### config.mk
export PLATFORM = sky130hd
export DESIGN_NAME = pfcCaptureTop
export DESIGN_NICKNAME = d
export VERILOG_FILES = /design/src/rtl/pfcPkg.sv /design/src/rtl/pfcDatapath.sv /design/src/rtl/pfcControl.sv /design/src/rtl/pfcCaptureTop.sv
export SDC_FILE = /design/constraint.sdc
export NUM_CORES = 1
export LEC_CHECK = 0
export BUFFER_PORTS_ARGS = -buffer_cell sky130_fd_sc_hd__buf_2
export CAP_MARGIN = 0
export CORE_ASPECT_RATIO = 0.75
export CORE_UTILIZATION = 40
export CTS_CLUSTER_SIZE = 16
export DETAILED_ROUTE_END_ITERATION = 10
export HOLD_SLACK_MARGIN = 0.12
export PLACE_DENSITY = 0.75
export RECOVER_POWER = 100
export SYNTH_ARGS = -nofsm -noshare
export SYNTH_HDL_FRONTEND = slang
export SYNTH_SLANG_ARGS = --single-unit
export TNS_END_PERCENT = 50
### constraint.sdc
create_clock -name clk -period 3.96 [get_ports clk]
set_clock_uncertainty 0.1 [all_clocks]
set_input_delay 0.792 -clock clk [delete_from_list [all_inputs] [get_ports clk]]
set_output_delay 0.792 -clock clk [all_outputs]
set_load 0.05 [all_outputs]
### src/rtl/pfcPkg.sv
package pfcPkg;
  typedef enum logic [1:0] {
    ST_IDLE,
    ST_ALIGN,
    ST_HUNT,
    ST_CAPT
  } capState_t;

  // Strobes from control to datapath
  typedef struct packed {
    logic clearHist;
    logic shiftHist;
    logic startPkt;
    logic writeByte;
  } dpCtrl_t;
endpackage

### src/rtl/pfcDatapath.sv
module pfcDatapath
  import pfcPkg::*;
#(
  parameter int ADDR_W = 16,
  parameter int CNT_W  = 8
) (
  input  logic              clk,
  input  logic              rstN,
  input  dpCtrl_t           ctrl,
  input  logic              bufSel,
  input  logic              fixedPattern,
  input  logic [15:0]       startPat,
  input  logic [15:0]       startMask,
  input  logic [15:0]       stopPat,
  input  logic [15:0]       stopMask,
  input  logic [CNT_W-1:0]  countPos,
  input  logic [ADDR_W-1:0] baseAddr,
  input  logic [CNT_W-1:0]  bufCount,
  input  logic [7:0]        dataByte,
  output logic              startHit,
  output logic              stopHit,
  output logic              lenHit,
  output logic              capFull,
  output logic              memWrEn,
  output logic [ADDR_W-1:0] memAddr,
  output logic [7:0]        memData
);
  localparam int CW1 = CNT_W + 1;

  logic [15:0]      hist, nextHist;
  logic [1:0]       histCnt, nextCnt;
  logic [CNT_W-1:0] offset;
  logic [CW1-1:0]   offsetNext;
  logic [7:0]       lenReg;
  logic             lenValid;
  logic             atCountPos;

  function automatic logic patMatch(input logic [15:0] h, input logic [15:0] p,
                                    input logic [15:0] m, input logic exact);
    return exact ? (h == p) : (((h ^ p) & m) == 16'h0);
  endfunction

  always_comb begin
    nextHist   = {hist[7:0], dataByte};
    nextCnt    = (histCnt == 2'd2) ? 2'd2 : histCnt + 2'd1;
    startHit   = (nextCnt == 2'd2) && patMatch(nextHist, startPat, startMask, fixedPattern);
    stopHit    = (nextCnt == 2'd2) && patMatch(nextHist, stopPat, stopMask, fixedPattern);
    offsetNext = CW1'(offset) + CW1'(1);
    atCountPos = (offset == countPos);
    lenHit     = atCountPos ? (CW1'(dataByte) <= offsetNext)
                            : (lenValid && (CW1'(lenReg) <= offsetNext));
    capFull    = (offsetNext == CW1'(bufCount));
  end

  always_ff @(posedge clk or negedge rstN) begin
    if (!rstN) begin
      hist    <= '0;
      histCnt <= '0;
    end else if (ctrl.clearHist) begin
      histCnt <= '0;
    end else if (ctrl.shiftHist) begin
      hist    <= nextHist;
      histCnt <= nextCnt;
    end
  end

  always_ff @(posedge clk or negedge rstN) begin
    if (!rstN) begin
      offset   <= '0;
      lenReg   <= '0;
      lenValid <= 1'b0;
    end else if (ctrl.startPkt) begin
      offset   <= '0;
      lenValid <= 1'b0;
    end else if (ctrl.writeByte) begin
      offset <= offset + CNT_W'(1);
      if (atCountPos) begin
        lenReg   <= dataByte;
        lenValid <= 1'b1;
      end
    end
  end

  always_ff @(posedge clk or negedge rstN) begin
    if (!rstN) begin
      memWrEn <= 1'b0;
      memAddr <= '0;
      memData <= '0;
    end else begin
      memWrEn <= ctrl.writeByte;
      if (ctrl.writeByte) begin
        memAddr <= baseAddr + (bufSel ? ADDR_W'(bufCount) : '0) + ADDR_W'(offset);
        memData <= dataByte;
      end
    end
  end
endmodule

### src/rtl/pfcControl.sv
module pfcControl
  import pfcPkg::*;
(
  input  logic       clk,
  input  logic       rstN,
  input  logic       enable,
  input  logic       mode,
  input  logic       frameStart,
  input  logic       dataValid,
  input  logic       stall,
  input  logic [1:0] clrDone,
  input  logic       clrOvf,
  input  logic       startHit,
  input  logic       stopHit,
  input  logic       lenHit,
  input  logic       capFull,
  output dpCtrl_t    ctrl,
  output logic       bufSel,
  output logic [1:0] doneFlags,
  output logic       lastBuf,
  output logic       overflow
);
  capState_t state, nextState;
  logic accept, normalEnd, endPkt, finish;
  logic [1:0] doneSet;

  always_comb begin
    accept    = dataValid && !stall;
    normalEnd = mode ? lenHit : stopHit;
    endPkt    = normalEnd || capFull;
    ctrl      = '0;
    nextState = state;
    if (!enable) begin
      nextState      = ST_IDLE;
      ctrl.clearHist = 1'b1;
    end else begin
      unique case (state)
        ST_IDLE: begin
          ctrl.clearHist = 1'b1;
          nextState      = ST_ALIGN;
        end
        ST_ALIGN: if (accept && frameStart) begin
          ctrl.shiftHist = 1'b1;
          nextState      = ST_HUNT;
        end
        ST_HUNT: if (accept) begin
          ctrl.shiftHist = 1'b1;
          if (startHit) begin
            ctrl.clearHist = 1'b1;
            ctrl.startPkt  = 1'b1;
            nextState      = ST_CAPT;
          end
        end
        ST_CAPT: if (accept) begin
          ctrl.shiftHist = 1'b1;
          ctrl.writeByte = 1'b1;
          if (endPkt) begin
            ctrl.clearHist = 1'b1;
            nextState      = ST_HUNT;
          end
        end
        default: nextState = ST_IDLE;
      endcase
    end
    finish  = ctrl.writeByte && endPkt;
    doneSet = finish ? (bufSel ? 2'b10 : 2'b01) : 2'b00;
  end

  always_ff @(posedge clk or negedge rstN) begin
    if (!rstN) begin
      state     <= ST_IDLE;
      bufSel    <= 1'b0;
      doneFlags <= '0;
      lastBuf   <= 1'b0;
      overflow  <= 1'b0;
    end else begin
      state     <= nextState;
      doneFlags <= (doneFlags & ~clrDone) | doneSet;
      overflow  <= (overflow & ~clrOvf) | (finish && !normalEnd);
      if (!enable) bufSel <= 1'b0;
      else if (finish) begin
        bufSel  <= ~bufSel;
        lastBuf <= bufSel;
      end
    end
  end
endmodule

### src/rtl/pfcCaptureTop.sv
module pfcCaptureTop
  import pfcPkg::*;
#(
  parameter int ADDR_W = 16,
  parameter int CNT_W  = 8
) (
  input  logic              clk,
  input  logic              rstN,
  input  logic              enable,
  input  logic              mode,
  input  logic              fixedPattern,
  input  logic [15:0]       startPat,
  input  logic [15:0]       startMask,
  input  logic [15:0]       stopPat,
  input  logic [15:0]       stopMask,
  input  logic [CNT_W-1:0]  countPos,
  input  logic [ADDR_W-1:0] baseAddr,
  input  logic [CNT_W-1:0]  bufCount,
  input  logic              frameStart,
  input  logic              dataValid,
  input  logic [7:0]        dataByte,
  input  logic              stall,
  input  logic [1:0]        clrDone,
  input  logic              clrOvf,
  output logic              memWrEn,
  output logic [ADDR_W-1:0] memAddr,
  output logic [7:0]        memData,
  output logic [1:0]        doneFlags,
  output logic              lastBuf,
  output logic              overflow
);
  dpCtrl_t ctrl;
  logic bufSel, startHit, stopHit, lenHit, capFull;

  pfcControl uCtrl (
    .clk(clk), .rstN(rstN), .enable(enable), .mode(mode),
    .frameStart(frameStart), .dataValid(dataValid), .stall(stall),
    .clrDone(clrDone), .clrOvf(clrOvf),
    .startHit(startHit), .stopHit(stopHit), .lenHit(lenHit), .capFull(capFull),
    .ctrl(ctrl), .bufSel(bufSel), .doneFlags(doneFlags),
    .lastBuf(lastBuf), .overflow(overflow)
  );

  pfcDatapath #(.ADDR_W(ADDR_W), .CNT_W(CNT_W)) uDp (
    .clk(clk), .rstN(rstN), .ctrl(ctrl), .bufSel(bufSel),
    .fixedPattern(fixedPattern), .startPat(startPat), .startMask(startMask),
    .stopPat(stopPat), .stopMask(stopMask), .countPos(countPos),
    .baseAddr(baseAddr), .bufCount(bufCount), .dataByte(dataByte),
    .startHit(startHit), .stopHit(stopHit), .lenHit(lenHit), .capFull(capFull),
    .memWrEn(memWrEn), .memAddr(memAddr), .memData(memData)
  );
endmodule

; ---- Word-level counts from Yosys, hierarchy flattened
; Cells that the tools add are included.
[op_classes]
mux = 36
n_eq_ne = 15
n_addsub = 5
n_bitwise = 13
order_cmp = 2
reduce_logical = 21
[ops]
columns = cell, count
row1 = $and 16x16->16, 2
row2 = $eq 16x16->1, 2
row3 = $logic_not 16->1, 2
row4 = $xor 16x16->16, 2
row5 = $mux 2, 12
row6 = $mux 8, 3
row7 = $le 8x9->1, 2
row8 = $add 16x16->16, 1
row9 = $add 16x8->16, 1
row10 = $mux 1, 16
row11 = $ne 3x2->1 const B, 4
row12 = $add 8x1->9 const B, 1
row13 = $eq 9x8->1, 1
row14 = $add 8x1->8 const B, 1
row15 = $eq 2x2->1 const B, 4
row16 = $eq 8x8->1, 1
row17 = $pmux 2 s4, 1
row18 = $logic_and 1x1->1, 7
row19 = $mux 3, 2
row20 = $pmux 1 s3, 2
row21 = $reduce_and 2->1, 3
row22 = $reduce_bool 2->1, 3
row23 = $reduce_and 5->1, 1
row24 = $not 1->1, 4
row25 = 13 further kinds, 14
[totals]
word_cells = 105
regBits = 59
in_bits = 115
output_inout_bits = 29

; ---- Longest topological paths before layout
[depth]
depth_word = 14
mapped_depth = 15
mapped_depth_nobuf = 14

; ---- By module
; A second synthesis with hierarchy kept.
[unflattened]
hier_cells = 431
area_unflattened_um2 = 4370.4
[modules_own_cells]
columns = module, area_each_um2, seq_area_each_um2, cells_per_inst, instances
row1 = pfcDatapath, 3973.8, 1301.2, 394, 1
row2 = pfcControl, 396.6, 175.2, 37, 1

; ---- Least setup slack after synthesis
; Ideal clock, no wire load.
[synth_path]
path_type = register to register
start = reg uDp.offset[1]
end = reg uCtrl.lastBuf
stages_incl_launch_ff = 15
setup_time_ns = 0.125
path_slack_ns = 0.421
t_required_ns = 3.735
arrival_ns = 3.314
period_less_slack_ns = 3.539
path_buffers = 2
cell_sequence = dfrtp_1 -> ha_1 -> buf_4 -> and3_2 -> clkbuf_1 -> xnor2_1 -> ha_1 -> and4_1 -> a2111o_1 -> o21ai_0 -> o311ai_2 -> a22o_2 -> o211ai_2 -> and2_0 -> mux2_2
[synth_between]
elab_chain_len = 8
word_cells_on_any_way = 11
classes_between = 1 x add/sub / 2 x order compare / 2 x eq/ne / 2 x mux / 4 x reduce/logical
[synth_lines]
columns = element, line
row1 = start: declaration, pfcDatapath.sv:32  ; logic [CNT_W-1:0] offset;
row2 = start signal: assignment, pfcDatapath.sv:76  ; offset <= offset + CNT_W'(1);
row3 = $add 8x1->9, pfcDatapath.sv:48  ; offsetNext = CW1'(offset) + CW1'(1);
row4 = $le 8x9->1, pfcDatapath.sv:51  ; : (lenValid && (CW1'(lenReg) <= offsetNext));
row5 = $logic_and 1x1->1, pfcDatapath.sv:51
row6 = $mux 1, pfcDatapath.sv:50  ; lenHit = atCountPos ? (CW1'(dataByte) <= offsetNext)
row7 = $mux 1, pfcControl.sv:29  ; normalEnd = mode ? lenHit : stopHit;
row8 = $logic_or 1x1->1 (*), pfcControl.sv:30  ; endPkt = normalEnd || capFull;
row9 = $logic_and 1x1->1 (*), pfcControl.sv:65  ; finish = ctrl.writeByte && endPkt;
row10 = $reduce_and 2->1 (no source line) (*), --
row11 = end signal: assignment, pfcControl.sv:83  ; lastBuf <= bufSel;
row12 = end: declaration, pfcControl.sv:20  ; output logic lastBuf,
; Every way passes the cells marked *; elsewhere a longest branch is shown, timed or not.
; A chain may end at the register's enable or synchronous reset.

; ---- Final worst setup path
[layout_path]
start = reg uDp.offset[0]
end = reg uDp.hist[3]
[layout_between]
elab_chain_len = 12
word_cells_on_any_way = 15
classes_between = 1 x add/sub / 2 x order compare / 2 x eq/ne / 6 x mux / 1 x bitwise / 3 x reduce/logical
[layout_lines]
columns = element, line
row1 = $add 8x1->9, pfcDatapath.sv:48
row2 = $le 8x9->1, pfcDatapath.sv:51
row3 = $logic_and 1x1->1, pfcDatapath.sv:51
row4 = $mux 1, pfcDatapath.sv:50
row5 = $mux 1, pfcControl.sv:29
row6 = $logic_or 1x1->1 (*), pfcControl.sv:30
row7 = $mux 1 (*), pfcControl.sv:57  ; if (endPkt) begin
row8 = $mux 2 (*), pfcControl.sv:54  ; ST_CAPT: if (accept) begin
row9 = $pmux 1 s3 (*), pfcControl.sv:37  ; unique case (state)
row10 = $mux 1 (*), pfcControl.sv:33  ; if (!enable) begin
row11 = $not 1->1 (no source line) (*), --
row12 = $reduce_and 2->1 (no source line) (*), --
row13 = end signal: assignment, pfcDatapath.sv:62  ; hist <= nextHist;
row14 = end: declaration, pfcDatapath.sv:30  ; logic [15:0] hist, nextHist;
; Marked as above.

==> summary.md <==
| Metric | Value |
|---|---|
| Crit-path max cell delay | about 0.52 ns |
| Achievable Freq | 266 MHz |
| Most common cell in the netlist | dfrtp_1 |
| Worst-case reg-to-reg path depth | 13 |
| Worst Setup Path Type | flip-flop to flip-flop |
| Crit path DAT | just under 4 ns |
| Pre-antenna DRT Iters | 8 |
| Clk sinks | a little under 60 |
| Cell Area, Synth | roughly 4500 um2 |
| Starting density of the core | between 40% and 50% |
| CP max FO | 11 |
| Setup-failing EPs final | 0 |
| DP Wirelength | 11,000 um |
| H-tree depth | 3 |
| Clock buffer count from CTS | 9 |
| Syn Inst Count | between 400 and 500 |
| CP max stage cell | dfrtp_1 |
| Clock transition at path regs | 0.05 ns |
| Buf/Inv on CP | 1 |
| Flop and latch count out of synthesis | 59 |
| First-iteration detailed-routing DRC count | 286 |
| Startpoint types | flip-flop |
| Final setup TNS | 0 ns |
| Pwr/cell area | 366 nW/um2 |
| # hold bufs at CTS | 0 |
| FF-to-FF setup slack | 0.21 ns |
| Post-route setup slack | 0.205 ns |
| Hold Path Class | flip-flop to flip-flop |
| Die width | 125 um |
| Post-synthesis cell type count | between 60 and 70 |
| Row count | 33 |
| Routed wire length per instance | 17.5 um |
| Worst setup path start | uDp.offset[0] |
| Placeable Area | roughly 11,000 um2 |
| Synth top area share | 32.6% |
| Number of diodes | 0 |
| Status | finished, violations left |
| Final Hold Viols | 0 |
| Normalized max-slew margin | -27.2% |
| Clock Path Buffers | 2 |
| Required time worst endpoint | between 4 and 5 ns |
| Register area | between 1000 and 1500 um2 |
| RSZ-0062 raised after global routing | no |
| Post-synth EDFFs | 0 |
| Crit end category | flip-flop |
| Failing checks | design-rule violations, max-capacitance violations, max-slew violations |
| # Max-Cap Violations | 1 |
| Top cells by count, synth | 59 x dfrtp_1, 55 x nand2_1, 52 x xor2_1 |
| Synth top area cells | dfrtp_1 33%, xor2_1 10%, ha_1 6.6%, nand2_1 4.6%, o21ai_0 4.1% |
| CTS root buffer | clkbuf_16 |
| First-pass GRT wire length | between 20,000 and 25,000 um |
| CP cell instances | ha_2 > and3_1 > xnor2_1 > ha_1 > and4_1 > a2111o_1 > o21ai_0 > o311ai_2 > a22o_2 > o211ai_2 > buf_4 > nor3_1 > a211o_1 |
| Gr usage total | 24.6% |
| Synth Flop Type | dfrtp_1 |
| Initial antenna violation count | 0 |
| Tmin final | ~3.8 ns |
| Share of cells above drive strength 1 | 23.1% |
| Async set-or-reset flop fraction in the synthesized netlist | 100% |
| FILL cells | a little over 1,000 |
| Final worst-path cycle share | a little over nine tenths |
| Last element of the critical path | uDp.hist[3] |
| DRT antenna net count | 0 |
| GR Overflow Total | 0 |
| # IOs | 144 |
| Syn nets | roughly 650 |
| Worst skew pair latency | approximately 0.32 ns |
| # DRC | 20 |
| Largest area contributor in the netlist | dfrtp_1 |
| Reg-to-reg endpoint | uDp.hist[3] |
| Pre-CTS setup slack | approximately 0.13 ns |
| Die height | 94.1 um |
| Stages on the worst setup path | 13 |
| Area delta synth->final | 25.2% |
| Reg2reg start | uDp.offset[0] |
| Final GP Congestion | roughly 0.89 |
| CP top delay family | compound AO/OA/AOI/OAI gates |
| TritonCTS clock tree | built |
| Worst slew pin tran | between 1.5 and 2 ns |
| Post-DR vias/cell | around 5.6 |
| Total number of vias | about 4,400 |
| Die footprint | between 10,000 and 15,000 um2 |
| Area of the multi-input gates | between 2000 and 3000 um2 |
| IO Port Bufs | roughly 140 |
| Vias in the first global route | around 4,500 |
| Worst hold stages | 2 |
| Nets | about 790 |
| Largest net degree at the start of global routing | 65 |
| Sequential-to-total area share from yosys stat | between 30 and 40% |
| Avg Cell Area, Syn | around 9.1 um2 |
| Leakage | around 2.7 nW |
| Drt total wl | ~14,000 um |
| Max Slew Vio Count | 36 |
| YS warnings | 0 |
| Peak VDD IR | 0.270 mV |
==> cell type report <==
type,instances,share of cell area (%)
clock buffers,12,4.35
inverters,30,1.99
repair buffers,152,13.0
well taps,140,3.09
multi-input cells,388,49.8
flip-flops and latches,59,26.1
clock inverters,4,1.72
==> through the flow <==
stage               hold WS (ns)  std cells  instance area [um2]  util [%]  power [mW]
global route               0.410        785                 5660      51.6        2.16
CTS                        0.380        785                 5720      52.1        2.09
detailed placement         0.368        769                 5370      48.9        1.19
finish                     0.377        785                 5660      51.6        2.07
global placement           0.357        769                 5370      48.9        1.16
floorplan                  0.369        498                 4520         -       0.998
==> registers in the layout, summed over array words and instances, names as in the netlist <==
signal and flops:
uCtrl.bufSel 1, uCtrl.doneFlags 2, uCtrl.lastBuf 1, uCtrl.overflow 1, uCtrl.state 2, uDp.hist 8, uDp.histCnt 2, uDp.lenReg 8
uDp.lenValid 1, uDp.memAddr 16, uDp.memData 8, uDp.memWrEn 1, uDp.offset 8
==> routing by layer <==
layer | global-route usage [%] | part of all wire (%) | up-vias
li1 | - | - | 2070
met1 | 30.4 | 43 | 2070
met3 | 5.58 | 7.4 | 20
met4 | 7.30 | 1.8 | 0
met2 | 43.0 | 48 | 209
met5 | 0 | 0 | -
==> report_power, final <==
group          leakage (nW)  internal (mW)  total, mW  switching [mW]
clock                 0.163          0.632      0.899           0.267
sequential            0.796          0.653      0.723          0.0700
combinational          1.75          0.180      0.451           0.271
total                  2.71           1.46       2.07           0.608
==> cell usage in the layout (no fill, tap or decap), types with 5 or more instances in the layout <==
master | synthesis | final
buf_2 | 4 | 112
nor3_1 | 18 | 18
a22oi_1 | 8 | 8
xor2_1 | 52 | 52
clkbuf_16 | 0 | 9
and2_1 | 10 | 7
o2bb2ai_1 | 8 | 8
o21ai_0 | 37 | 37
buf_4 | 2 | 6
ha_1 | 24 | 23
and3_1 | 4 | 5
inv_1 | 29 | 29
nor4_1 | 10 | 10
fa_1 | 9 | 9
a31oi_1 | 5 | 5
nand2_1 | 55 | 55
nor2_1 | 21 | 21
nand3_1 | 16 | 16
xnor2_1 | 12 | 12
clkbuf_1 | 11 | 35
dfrtp_1 | 59 | 59
a21oi_1 | 15 | 15
a211o_1 | 10 | 10
mux2i_1 | 8 | 8
mux2_2 | 9 | 9
==> timing repair <==
action / in CTS / in global routing
hold endpoints to repair: 0 / 0
setup endpoints to repair: 0 / 7
setup buffers: 0 / 0
gates resized for setup: 0 / 1
==> worst min path at each step <==
stage	from	to	slack [ns]
after detailed placement	uDp.memAddr[11]	uDp.memAddr[11]	0.37
after CTS	uDp.memAddr[11]	uDp.memAddr[11]	0.38
after floorplan	uDp.lenValid	uDp.lenValid	0.37
after global routing	uDp.memAddr[7]	uDp.memAddr[7]	0.41
after global placement	uDp.memAddr[14]	uDp.memAddr[14]	0.36
final	uDp.memAddr[11]	uDp.memAddr[11]	0.38
==> kinds of logic (layout without fill, tap and decap cells) <==
family / Yosys count / after routing / synth area share, %
adder cells (fa/ha/maj): 33 / 33 / 10.6
XOR/XNOR: 64 / 64 / 12.4
multiplexers: 17 / 17 / 4.01
buffers and inverters: 51 / 198 / 5.01
AND/OR/NAND/NOR: 159 / 159 / 17.9
flip-flops: 59 / 59 / 32.6
AO/OA/AOI/OAI: 115 / 115 / 17.4
==> worst register-to-register path, delay by kind of cell (launching register included) <==
| family | cells | cell delay [ns] |
|---|---|---|
| and+or+nand+nor | 3 | 0.60 |
| AOI/OAI and AO/OA | 6 | 1.38 |
| adders and majority gates | 2 | 0.63 |
| DFF | 1 | 0.52 |
| buffers and inverters | 1 | 0.22 |
| xor gates and xnor gates | 1 | 0.21 |
Power figures use the tool's default switching activity.
